<file path="config.mk">
export PLATFORM = sky130hd
export DESIGN_NAME = irq_trap_unit
export DESIGN_NICKNAME = d
export VERILOG_FILES = /design/src/rtl/irq_pkg.sv /design/src/rtl/irq_mask_reg.sv /design/src/rtl/irq_pend_sample.sv /design/src/rtl/irq_prio_pick.sv /design/src/rtl/irq_trap_unit.sv
export SDC_FILE = /design/constraint.sdc
export NUM_CORES = 1
export LEC_CHECK = 0
export BUFFER_PORTS_ARGS = -buffer_cell sky130_fd_sc_hd__buf_4
export CELL_PAD_IN_SITES_DETAIL_PLACEMENT = 1
export CELL_PAD_IN_SITES_GLOBAL_PLACEMENT = 2
export CORE_MARGIN = 10
export CORE_UTILIZATION = 19
export CTS_BUF_LIST = sky130_fd_sc_hd__clkbuf_16
export DETAILED_ROUTE_END_ITERATION = 7
export PLACE_DENSITY_LB_ADDON = 0.1
export SETUP_SLACK_MARGIN = 0.05
export SLEW_MARGIN = 0
export SYNTH_ARGS = -nofsm -noshare
export SYNTH_HDL_FRONTEND = slang
export SYNTH_SLANG_ARGS = --single-unit
</file>
<file path="constraint.sdc">
create_clock -name clk -period 2.2 [get_ports clk]
set_input_delay 0.33 -clock clk [delete_from_list [all_inputs] [get_ports clk]]
set_output_delay 0.33 -clock clk [all_outputs]
set_load 0.01 [all_outputs]
</file>
<file path="src/rtl/irq_pkg.sv">
package irq_pkg;
  localparam int NUM_LVL  = 3;
  localparam int SRC_W    = 12;
  localparam int GIE_W    = 4;
  localparam int NUM_SRC  = 9;
  localparam logic [SRC_W-1:0] SRC_MASK = 12'hBBB;
  localparam logic [GIE_W-1:0] GIE_MASK = 4'hB;

  typedef enum logic [1:0] {
    OP_READ  = 2'd0,
    OP_WRITE = 2'd1,
    OP_SET   = 2'd2,
    OP_CLEAR = 2'd3
  } csr_op_e;

  typedef enum logic [1:0] {
    SEL_STATUS  = 2'd0,
    SEL_ENABLE  = 2'd1,
    SEL_PENDING = 2'd2,
    SEL_NONE    = 2'd3
  } csr_sel_e;

  // Bit position of level index l (0 user, 1 supervisor, 2 machine) within a group of four.
  function automatic int lvl_pos(input int l);
    return (l == 2) ? 3 : l;
  endfunction

  // Source bit position at priority rank r (0 = highest).
  function automatic int rank_bit(input int r);
    case (r)
      0: return 11;
      1: return 3;
      2: return 7;
      3: return 9;
      4: return 1;
      5: return 5;
      6: return 8;
      7: return 0;
      default: return 4;
    endcase
  endfunction
endpackage

</file>
<file path="src/rtl/irq_mask_reg.sv">
module irq_mask_reg #(
  parameter int W = 12,
  parameter logic [W-1:0] MASK = '1
) (
  input  logic         clk,
  input  logic         rst_n,
  input  logic         wr_en,
  input  logic [1:0]   op,
  input  logic [W-1:0] wdata,
  output logic [W-1:0] q
);
  import irq_pkg::*;

  logic [W-1:0] nxt;

  always_comb begin
    nxt = q;
    case (csr_op_e'(op))
      OP_WRITE: nxt = wdata & MASK;
      OP_SET:   nxt = q | (wdata & MASK);
      OP_CLEAR: nxt = q & ~wdata;
      default:  nxt = q;
    endcase
  end

  always_ff @(posedge clk or negedge rst_n) begin
    if (!rst_n)     q <= '0;
    else if (wr_en) q <= nxt;
  end
endmodule

</file>
<file path="src/rtl/irq_pend_sample.sv">
module irq_pend_sample
  import irq_pkg::*;
(
  input  logic               clk,
  input  logic               rst_n,
  input  logic [NUM_LVL-1:0] sw_irq,
  input  logic [NUM_LVL-1:0] tmr_irq,
  input  logic [NUM_LVL-1:0] ext_irq,
  output logic [SRC_W-1:0]   pend
);
  logic [SRC_W-1:0] pend_d;

  always_comb begin
    pend_d = '0;
    for (int l = 0; l < NUM_LVL; l++) begin
      pend_d[0 + lvl_pos(l)] = sw_irq[l];
      pend_d[4 + lvl_pos(l)] = tmr_irq[l];
      pend_d[8 + lvl_pos(l)] = ext_irq[l];
    end
  end

  always_ff @(posedge clk or negedge rst_n) begin
    if (!rst_n) pend <= '0;
    else        pend <= pend_d;
  end
endmodule

</file>
<file path="src/rtl/irq_prio_pick.sv">
module irq_prio_pick
  import irq_pkg::*;
(
  input  logic [SRC_W-1:0] qual,
  output logic             hit,
  output logic [3:0]       code
);
  always_comb begin
    hit  = 1'b0;
    code = '0;
    for (int r = NUM_SRC - 1; r >= 0; r--) begin
      if (qual[rank_bit(r)]) begin
        hit  = 1'b1;
        code = 4'(rank_bit(r));
      end
    end
  end
endmodule

</file>
<file path="src/rtl/irq_trap_unit.sv">
module irq_trap_unit
  import irq_pkg::*;
#(
  parameter int XLEN = 64
) (
  input  logic            clk,
  input  logic            rst_n,
  input  logic [2:0]      sw_irq_i,
  input  logic [2:0]      tmr_irq_i,
  input  logic [2:0]      ext_irq_i,
  input  logic            csr_en_i,
  input  logic [1:0]      csr_sel_i,
  input  logic [1:0]      csr_op_i,
  input  logic [XLEN-1:0] csr_wdata_i,
  output logic [XLEN-1:0] csr_rdata_o,
  output logic            take_o,
  output logic [XLEN-1:0] cause_o
);
  logic [GIE_W-1:0] gie_q;
  logic [SRC_W-1:0] ena_q;
  logic [SRC_W-1:0] pend_q;
  logic [SRC_W-1:0] lvl_en;
  logic [SRC_W-1:0] qual;
  logic [3:0]       code;
  logic             hit;
  logic             unused_wdata_hi;

  assign unused_wdata_hi = ^csr_wdata_i[XLEN-1:SRC_W];

  irq_mask_reg #(.W(GIE_W), .MASK(GIE_MASK)) u_gie (
    .clk   (clk),
    .rst_n (rst_n),
    .wr_en (csr_en_i && csr_sel_e'(csr_sel_i) == SEL_STATUS),
    .op    (csr_op_i),
    .wdata (csr_wdata_i[GIE_W-1:0]),
    .q     (gie_q)
  );

  irq_mask_reg #(.W(SRC_W), .MASK(SRC_MASK)) u_ena (
    .clk   (clk),
    .rst_n (rst_n),
    .wr_en (csr_en_i && csr_sel_e'(csr_sel_i) == SEL_ENABLE),
    .op    (csr_op_i),
    .wdata (csr_wdata_i[SRC_W-1:0]),
    .q     (ena_q)
  );

  irq_pend_sample u_pend (
    .clk     (clk),
    .rst_n   (rst_n),
    .sw_irq  (sw_irq_i),
    .tmr_irq (tmr_irq_i),
    .ext_irq (ext_irq_i),
    .pend    (pend_q)
  );

  for (genvar b = 0; b < SRC_W; b++) begin : g_lvl
    assign lvl_en[b] = gie_q[b % 4];
  end

  assign qual = pend_q & ena_q & lvl_en;

  irq_prio_pick u_pick (
    .qual (qual),
    .hit  (hit),
    .code (code)
  );

  always_comb begin
    cause_o = '0;
    if (hit) begin
      cause_o[XLEN-1] = 1'b1;
      cause_o[3:0]    = code;
    end
  end
  assign take_o = hit;

  always_comb begin
    csr_rdata_o = '0;
    case (csr_sel_e'(csr_sel_i))
      SEL_STATUS:  csr_rdata_o[GIE_W-1:0] = gie_q;
      SEL_ENABLE:  csr_rdata_o[SRC_W-1:0] = ena_q;
      SEL_PENDING: csr_rdata_o[SRC_W-1:0] = pend_q;
      default:     csr_rdata_o = '0;
    endcase
  end
endmodule

</file>
-- Yosys cells after proc, flatten, opt, wreduce, memory -nomap -nowiden
Index checks and enable logic that the tools add are counted.
W data, S select, Z words.
- flip-flop bits (word level): 25
- input bits: 80
- logic and storage cells: 46
- equality and inequality tests: 5
- mux-type cells: 24
- bitwise logic cells: 8
- reductions and logical operators: 6
- operators with widths (operator ; number):
    $and A12 B12 Y12 ; 3
    $mux W4 ; 9
    $pmux W12 S3 ; 1
    $pmux W4 S3 ; 2
    $pmux W8 S2 ; 1
    $not A12 Y12 ; 1
    $or A12 B12 Y12 ; 1
    $mux W1 ; 10
    $eq A2 B2 Y1 const B ; 3
    $and A4 B4 Y4 ; 1
    $eq A2 B1 Y1 const B ; 2
    $not A4 Y4 ; 1
    $or A4 B4 Y4 ; 1
    $reduce_and A2 Y1 ; 2
    $mux W3 ; 1
    $reduce_bool A3 Y1 ; 1
    $logic_and A1 B1 Y1 ; 2
    $logic_not A2 Y1 ; 1

-- Logic depth before layout (Yosys ltp)
Gate-level depths: netlist (run 1).
- depth after elaboration: 12
- gate-level depth with buffers: 6

-- Hierarchy
From an unflattened synthesis (run 1), not the netlist that was laid out.
- cell total of the unflattened synthesis: 287
- area total of the unflattened synthesis: 2402.3 um^2
- by module, submodules not included (module ; instances ; cells each ; area each (um^2)):
    irq_trap_unit ; 1 ; 163 ; 1203.7
    irq_mask_reg (u_ena) ; 1 ; 72 ; 640.6
    irq_pend_sample ; 1 ; 13 ; 251.5
    irq_mask_reg (u_gie) ; 1 ; 25 ; 220.2
    irq_prio_pick ; 1 ; 14 ; 86.3

-- Worst setup path after synthesis (run 1)
OpenSTA, ideal clock, no wires.
- path kind: register to output
- from: register u_ena.q[9]
- to: output cause_o[63]
- arrival time: 1204 ps
- required time: 1870 ps
- slack: 666 ps
- cell stages (with the launch flop): 5
- buffers on the path: 1
- cell sequence: dfrtp_1 -> a22o_1 -> a21oi_1 -> o2111ai_1 -> buf_4
- word-level cells in the longest chain between the ends: 7
- RTL lines (what ; line ; source):
    start: declaration ; irq_mask_reg.sv:10 ; output logic [W-1:0] q
    start signal: assignment ; irq_mask_reg.sv:28 ; else if (wr_en) q <= nxt;
    $and A12 B12 Y12 (2 in a row) ; irq_trap_unit.sv:61 ; assign qual = pend_q & ena_q & lvl_en;
    $mux W1 (4 in a row) ; irq_prio_pick.sv:12 ; if (qual[rank_bit(r)]) begin
    via take_o ; irq_trap_unit.sv:16 ; output logic take_o,
    $mux W1 ; irq_trap_unit.sv:71 ; if (hit) begin
    end: declaration ; irq_trap_unit.sv:17 ; output logic [XLEN-1:0] cause_o
The timed path passes the listed nets, and every way through them passes these cells.

-- Final worst setup path (run 1)
- from: register u_ena.q[9]
- to: output cause_o[63]
- word-level cells in the longest chain between the ends: 7
- RTL lines (what ; line):
    $and A12 B12 Y12 (2 in a row) ; irq_trap_unit.sv:61
    $mux W1 (4 in a row) ; irq_prio_pick.sv:12
    $mux W1 ; irq_trap_unit.sv:71
No other way between the ends.

==> impl_metrics.yaml, run 1 <==
floorplanning:
  row_count: 38
  die-area_um2: 16100
  initial_core_util: 0.197
  boundary_pins: 209
  core_area_um2: 11000
  die_width_um: 127
  die_height_um: 127
global_routing:
  globalRouteOverflowTotal: 0
  number_of_antenna_violations_at_the_first_check_in_global_routing: 0
  gr-usage-all-layers: 0.0754
  grt_first_pass_wirelength_mm: 9.68
  grt_max_degree: 26
  via_count_of_the_first_global_routing_pass: 1695
synth:
  netlist_area_before_placement_um2: 2160
  synth_common_cells: "115 x buf_4, 25 x dfrtp_1, 17 x a21oi_1"
  post-synth-top-count-cell: "buf_4"
  synth_sequential_area_ratio: 0.289
  synth_seq_cells: 25
  syn_avg_cell_area_um2: 8.94
  synth_top_cell_by_area: "buf_4"
  synth-warning-count: 0
  synth_cells: 242
  synth.area.top_cells: "buf_4 40%, dfrtp_1 29%, a21oi_1 3.9%"
  netlist-cell-type-count: 32
  synth_ff_type: "dfrtp_1"
  synth_top_cell_area_share: 0.399
  edff_count_synth: 0
  async_reset_ff_frac: 1.00
drt:
  drc_errors: 0
  via_count: 1466
  postRouteWirelength_mm: 6.59
  drtIter0Drc: 62
  drt_pre_antenna_iters: 4
  wl_per_cell_um: 15.4
  ant_nets: 0
  post_drt_via_cell_ratio: 3.43
clocking:
  worst_setup_hold_path_clk_slew_ns: 0.07
  tritoncts_clock_tree: "done"
  clkLatencyLatePin_ns: 0.26
  numClockSinks: 25
  cts_root_buffer: "clkbuf_16"
  h-tree-depth: 1
  cts_setup_buffers: 0
  clockBufferDepth: 2
  cts_buffers: 3
power:
  power.clock.fraction: 0.281
  power.share.sequential: 0.395
  power.share.switching: 0.360
  cellPowerDensity_nw_per_um2: 649
  power_frac_comb: 0.324
  power_leakage_uw: 0.00121
  total_switching_power_uw: 544
  intPower_uw: 966
  peakVddDrop_uv: 259
  total_power_uw: 1510
cells_and_area:
  finalNetCount: 373
  areaGrowthSynthToFinish_pct: 7.58
  fin_area_um2: 2330
  layout-drive-gt1-share: 0.198
  insertedDiodeCount: 0
worst_hold_path:
  worstHoldPathType: "input pin to register"
sta:
  hold_vio_cnt_final: 0
  final.period_utilization: 0.863
  fin_worst_skew_ns: 0
  fmaxAchievable_ghz: 0.527
  final.hold.worst_slack_ns: 0.165
  accumulated_negative_setup_slack_ns: 0
  time_the_worst_path_needs_with_i_o_delays_and_setup_ns: 1.90
  setup_viol: 0
  timing.final.max_slew_violations: 0
  setup_repair_after_global_routing_missed_its_margin: "no"
run:
  timing.max_cap.violations: 0
setup_path:
  critical_path.endpoint_type: "output port"
  worst_path_arrival_time_ns: 1.57
  critical-path-max-stage-delay_ns: 0.42
  slowest_stage: "dfrtp_1"
  data_required_time_at_the_worst_endpoint_ns: 1.87
  startpoint_to_endpoint_class_of_the_critical_path: "register to output port"
  worst-path-max-fanout: 4
  timing.critical_path.cells: "a22o_1 -> a21oi_1 -> o2111ai_1 -> buf_4"
  worstSetupStartpointType: "register"
place:
  dp_hpwl_mm: 5.51
  post_dp_cell_area_um2: 2240
  io_buffers: 45
  routabilityCongestion: 0.657
outcome:
  run_status: "completed"
-- power groups by stage --
stage / sequential (µW) / clock, µW / combinational, µW
after floorplan: 578 / 0 / 447
after global placement: 608 / 0 / 484
after detailed placement: 607 / 0 / 487
after CTS: 598 / 438 / 491
after global routing: 608 / 453 / 553
final: 596 / 424 / 489
-- final timing paths --
kind / end / startpoint / slack (ns) / cells past startpoint
worst max register to register: u_gie.q[1] / u_gie.q[1] / 1.36 / 1
worst min register to register: u_ena.q[10] / u_ena.q[10] / 0.48 / 1
max in group asynchronous: u_gie.q[1] / rst_n / 1.42 / 2
min in group asynchronous: u_ena.q[8] / rst_n / 0.52 / 2
worst max-delay path: cause_o[63] / u_ena.q[9] / 0.30 / 4
worst min-delay path: u_pend.pend[8] / ext_irq_i[0] / 0.17 / 1
-- repair_timing --
item                      in CTS  in global routing
resized for setup              0                  0
hold buffers                   1                  0
hold endpoints to repair      25                  0
-- routing by layer --
layer,GRT usage,part of all wire,vias to the layer above
li1,-,-,681
met1,0.0843,0.39,691
met2,0.125,0.48,89
met3,0.0383,0.12,5
met4,0.0181,0.0082,0
met5,0,0,-
-- state kept, by name (all words and copies together), names as in the netlist --
register / count
u_pend.pend: 9
u_ena.q: 12
u_gie.q: 4
-- cells in the final DEF, fill, tap and decap left out, types with 4 or more instances in the layout --
master	n
conb_1	111
buf_4	47
dfrtp_1	25
a21oi_1	17
a22oi_1	9
xnor2_1	8
nor2b_1	7
nor2_1	6
nand3_1	6
inv_1	5
and2_1	4
o21ai_0	4
ha_1	4
-- cell families after synthesis --
logic type,synth area share
DFF,0.289
and+or+nand+nor,0.0850
xor gates and xnor gates,0.0364
buffers and inverters,0.409
AOI/OAI and AO/OA,0.155
adders and majority gates,0.0231
other,0.00173
-- cell type report --
type / instances / area (µm²)
clock buffer: 3 / 75.1
multi-input combinational: 206 / 1060
fill: 1340 / 8660
sequential: 25 / 626
clock inverter: 1 / 5.00
timing repair buffer: 48 / 363
inverter: 5 / 18.8
tap: 140 / 175
-- per-stage QoR --
| stage | instances | worst slack, ns | utilization |
|---|---|---|---|
| after global routing | 428 | 0.159 | 0.212 |
| final | 428 | 0.301 | 0.212 |
| after floorplan | 352 | 0.666 | - |
| after detailed placement | 423 | 0.441 | 0.204 |
| after global placement | 423 | 0.424 | 0.204 |
| after CTS | 428 | 0.256 | 0.212 |
-- worst max-delay path, delay by kind of cell (launching register included) --
| kind | cells | cell delay, ns |
|---|---|---|
| AO/OA/AOI/OAI | 3 | 0.69 |
| buffers and inverters | 1 | 0.20 |
| flip-flops | 1 | 0.42 |
Power figures use the tool's default switching activity.
==> run 2: changes to the inputs <==
CORE_ASPECT_RATIO = 0.6   (was not set)
==> run 2 against run 1 <==
Effect of this change:
- clock skew did not move
- setup slack improved by 0.013 ns
- worst hold slack got worse by 0.0013 ns
- global-route usage rose by 0.14 points
- critical path depth did not move
- clock power fell by 0.9%
- design area rose by 0.22%
- sequential power barely moved
- die area rose by 0.87%
- combinational power barely moved
- largest power group unchanged
- highest routed layer unchanged
==> impl_metrics.yaml, run 2 (synthesis gave the netlist of run 1 again) <==
cells_and_area:
  fill_cells: 1358
  insertedDiodeCount: 0
  areaGrowthSynthToFinish_pct: 7.81
  layout-drive-gt1-share: 0.198
  largest_register_ffs: 12
  fin_area_um2: 2330
  max_flop_register: "u_ena.q"
  most-common-layout-cells: "111 x conb_1, 47 x buf_4, 25 x dfrtp_1"
  final-seq-area_um2: 626
  largestRegisters: "u_ena.q (12), u_pend.pend (9), u_gie.q (4)"
  finalNetCount: 373
  final_common_cell: "conb_1"
  multiInputGateArea_um2: 1060
global_routing:
  globalRouteOverflowTotal: 0
  grt_first_pass_wirelength_mm: 9.32
  gr-usage-all-layers: 0.0768
  grt_max_degree: 26
  number_of_antenna_violations_at_the_first_check_in_global_routing: 0
  via_count_of_the_first_global_routing_pass: 1520
sta:
  accumulated_negative_setup_slack_ns: 0
  setup_ws_ns: 0.314
  setup_viol: 0
  timing.final.max_slew_violations: 0
  time_the_worst_path_needs_with_i_o_delays_and_setup_ns: 1.89
  setup_repair_after_global_routing_missed_its_margin: "no"
  hold_vio_cnt_final: 0
  final.period_utilization: 0.857
  fmaxAchievable_ghz: 0.530
  fin_worst_skew_ns: 0
power:
  intPower_uw: 966
  power.share.switching: 0.360
  power_frac_comb: 0.325
  power.clock.fraction: 0.278
  total_switching_power_uw: 544
  power.share.sequential: 0.396
  peakVddDrop_uv: 333
  power_leakage_uw: 0.00121
  cellPowerDensity_nw_per_um2: 648
worst_hold_path:
  min_delay_path_depth: 1
  worstHoldPathType: "input pin to register"
floorplanning:
  die_width_um: 158
  die-area_um2: 16200
  die_height_um: 103
  boundary_pins: 209
  row_count: 30
  initial_core_util: 0.193
  core_area_um2: 11200
place:
  pre_cts_ws_ns: 0.426
  routabilityCongestion: 0.688
  post_dp_cell_area_um2: 2240
  io_buffers: 45
  dp_hpwl_mm: 5.70
clocking:
  cts_buffers: 3
  h-tree-depth: 1
  tritoncts_clock_tree: "done"
  worst_setup_hold_path_clk_slew_ns: 0.07
  post_cts.resized_instances: 0
  clkLatencyLatePin_ns: 0.27
  numClockSinks: 25
  clockBufferDepth: 2
  cts_root_buffer: "clkbuf_16"
drt:
  drt_pre_antenna_iters: 4
  drtIter0Drc: 32
  via_count: 1475
  wl_per_cell_um: 15.9
  postRouteWirelength_mm: 6.86
  drc_errors: 0
  ant_nets: 0
  post_drt_via_cell_ratio: 3.41
setup_path:
  worst-path-max-fanout: 4
  worst_path_arrival_time_ns: 1.56
  r2r_setup_slack_ns: 1.38
  rr_worst_depth: 1
  data_required_time_at_the_worst_endpoint_ns: 1.87
  critical_path.endpoint_type: "output port"
  worstSetupStartpointType: "register"
  startpoint_to_endpoint_class_of_the_critical_path: "register to output port"
run:
  timing.max_cap.violations: 0
outcome:
  run_status: "completed"
## run 2: worst paths after layout
kind,startpoint,end
worst min register to register,u_ena.q[6],u_ena.q[6]
worst min-delay path,ext_irq_i[0],u_pend.pend[8]
min in group asynchronous,rst_n,u_ena.q[10]
worst max-delay path,u_ena.q[8],take_o
worst max register to register,u_gie.q[1],u_gie.q[1]
max in group asynchronous,rst_n,u_ena.q[11]
## run 2: per-layer routing
metal	track usage	up-vias	part of all wire
met1	0.0984	718	0.44
met4	0.0107	0	0.0026
li1	-	684	-
met2	0.121	71	0.47
met5	0	-	0
met3	0.0313	2	0.088
## run 2: worst max-delay path, stage by stage, from the launching register on
cell       delay [ns]
dfrtp_1          0.42
a22oi_1          0.29
a21boi_0         0.22
o2111ai_1        0.17
buf_4            0.19
## run 2: through the flow
step	power (µW)	util	std cells	hold WS [ns]
2_1_floorplan	1020	-	352	0.0344
3_5_place_dp	1100	0.200	427	0.271
6_report	1510	0.208	432	0.164
5_1_grt	1620	0.208	432	0.154
4_1_cts	1530	0.208	432	0.156
3_3_place_gp	1100	0.200	427	0.272
## run 2: cell type report
type	instances	share of cell area
multi-input cells	206	0.457
flip-flops and latches	25	0.268
repair buffers	48	0.156
well taps	144	0.0773
clock buffers	3	0.0322
clock inverters	1	0.00215
inverters	5	0.00805
## run 2: power by group through the flow
stage	combinational, µW	clock (µW)	sequential (µW)
6_report	491	420	599
5_1_grt	552	459	608
4_1_cts	495	438	598
3_5_place_dp	492	0	607
3_3_place_gp	488	0	609
2_1_floorplan	447	0	578
## run 2: repair_timing
action | CTS | global route
hold buffers | 1 | 0
endpoints found under the hold margin | 25 | 0
buffers inserted | 0 | 0
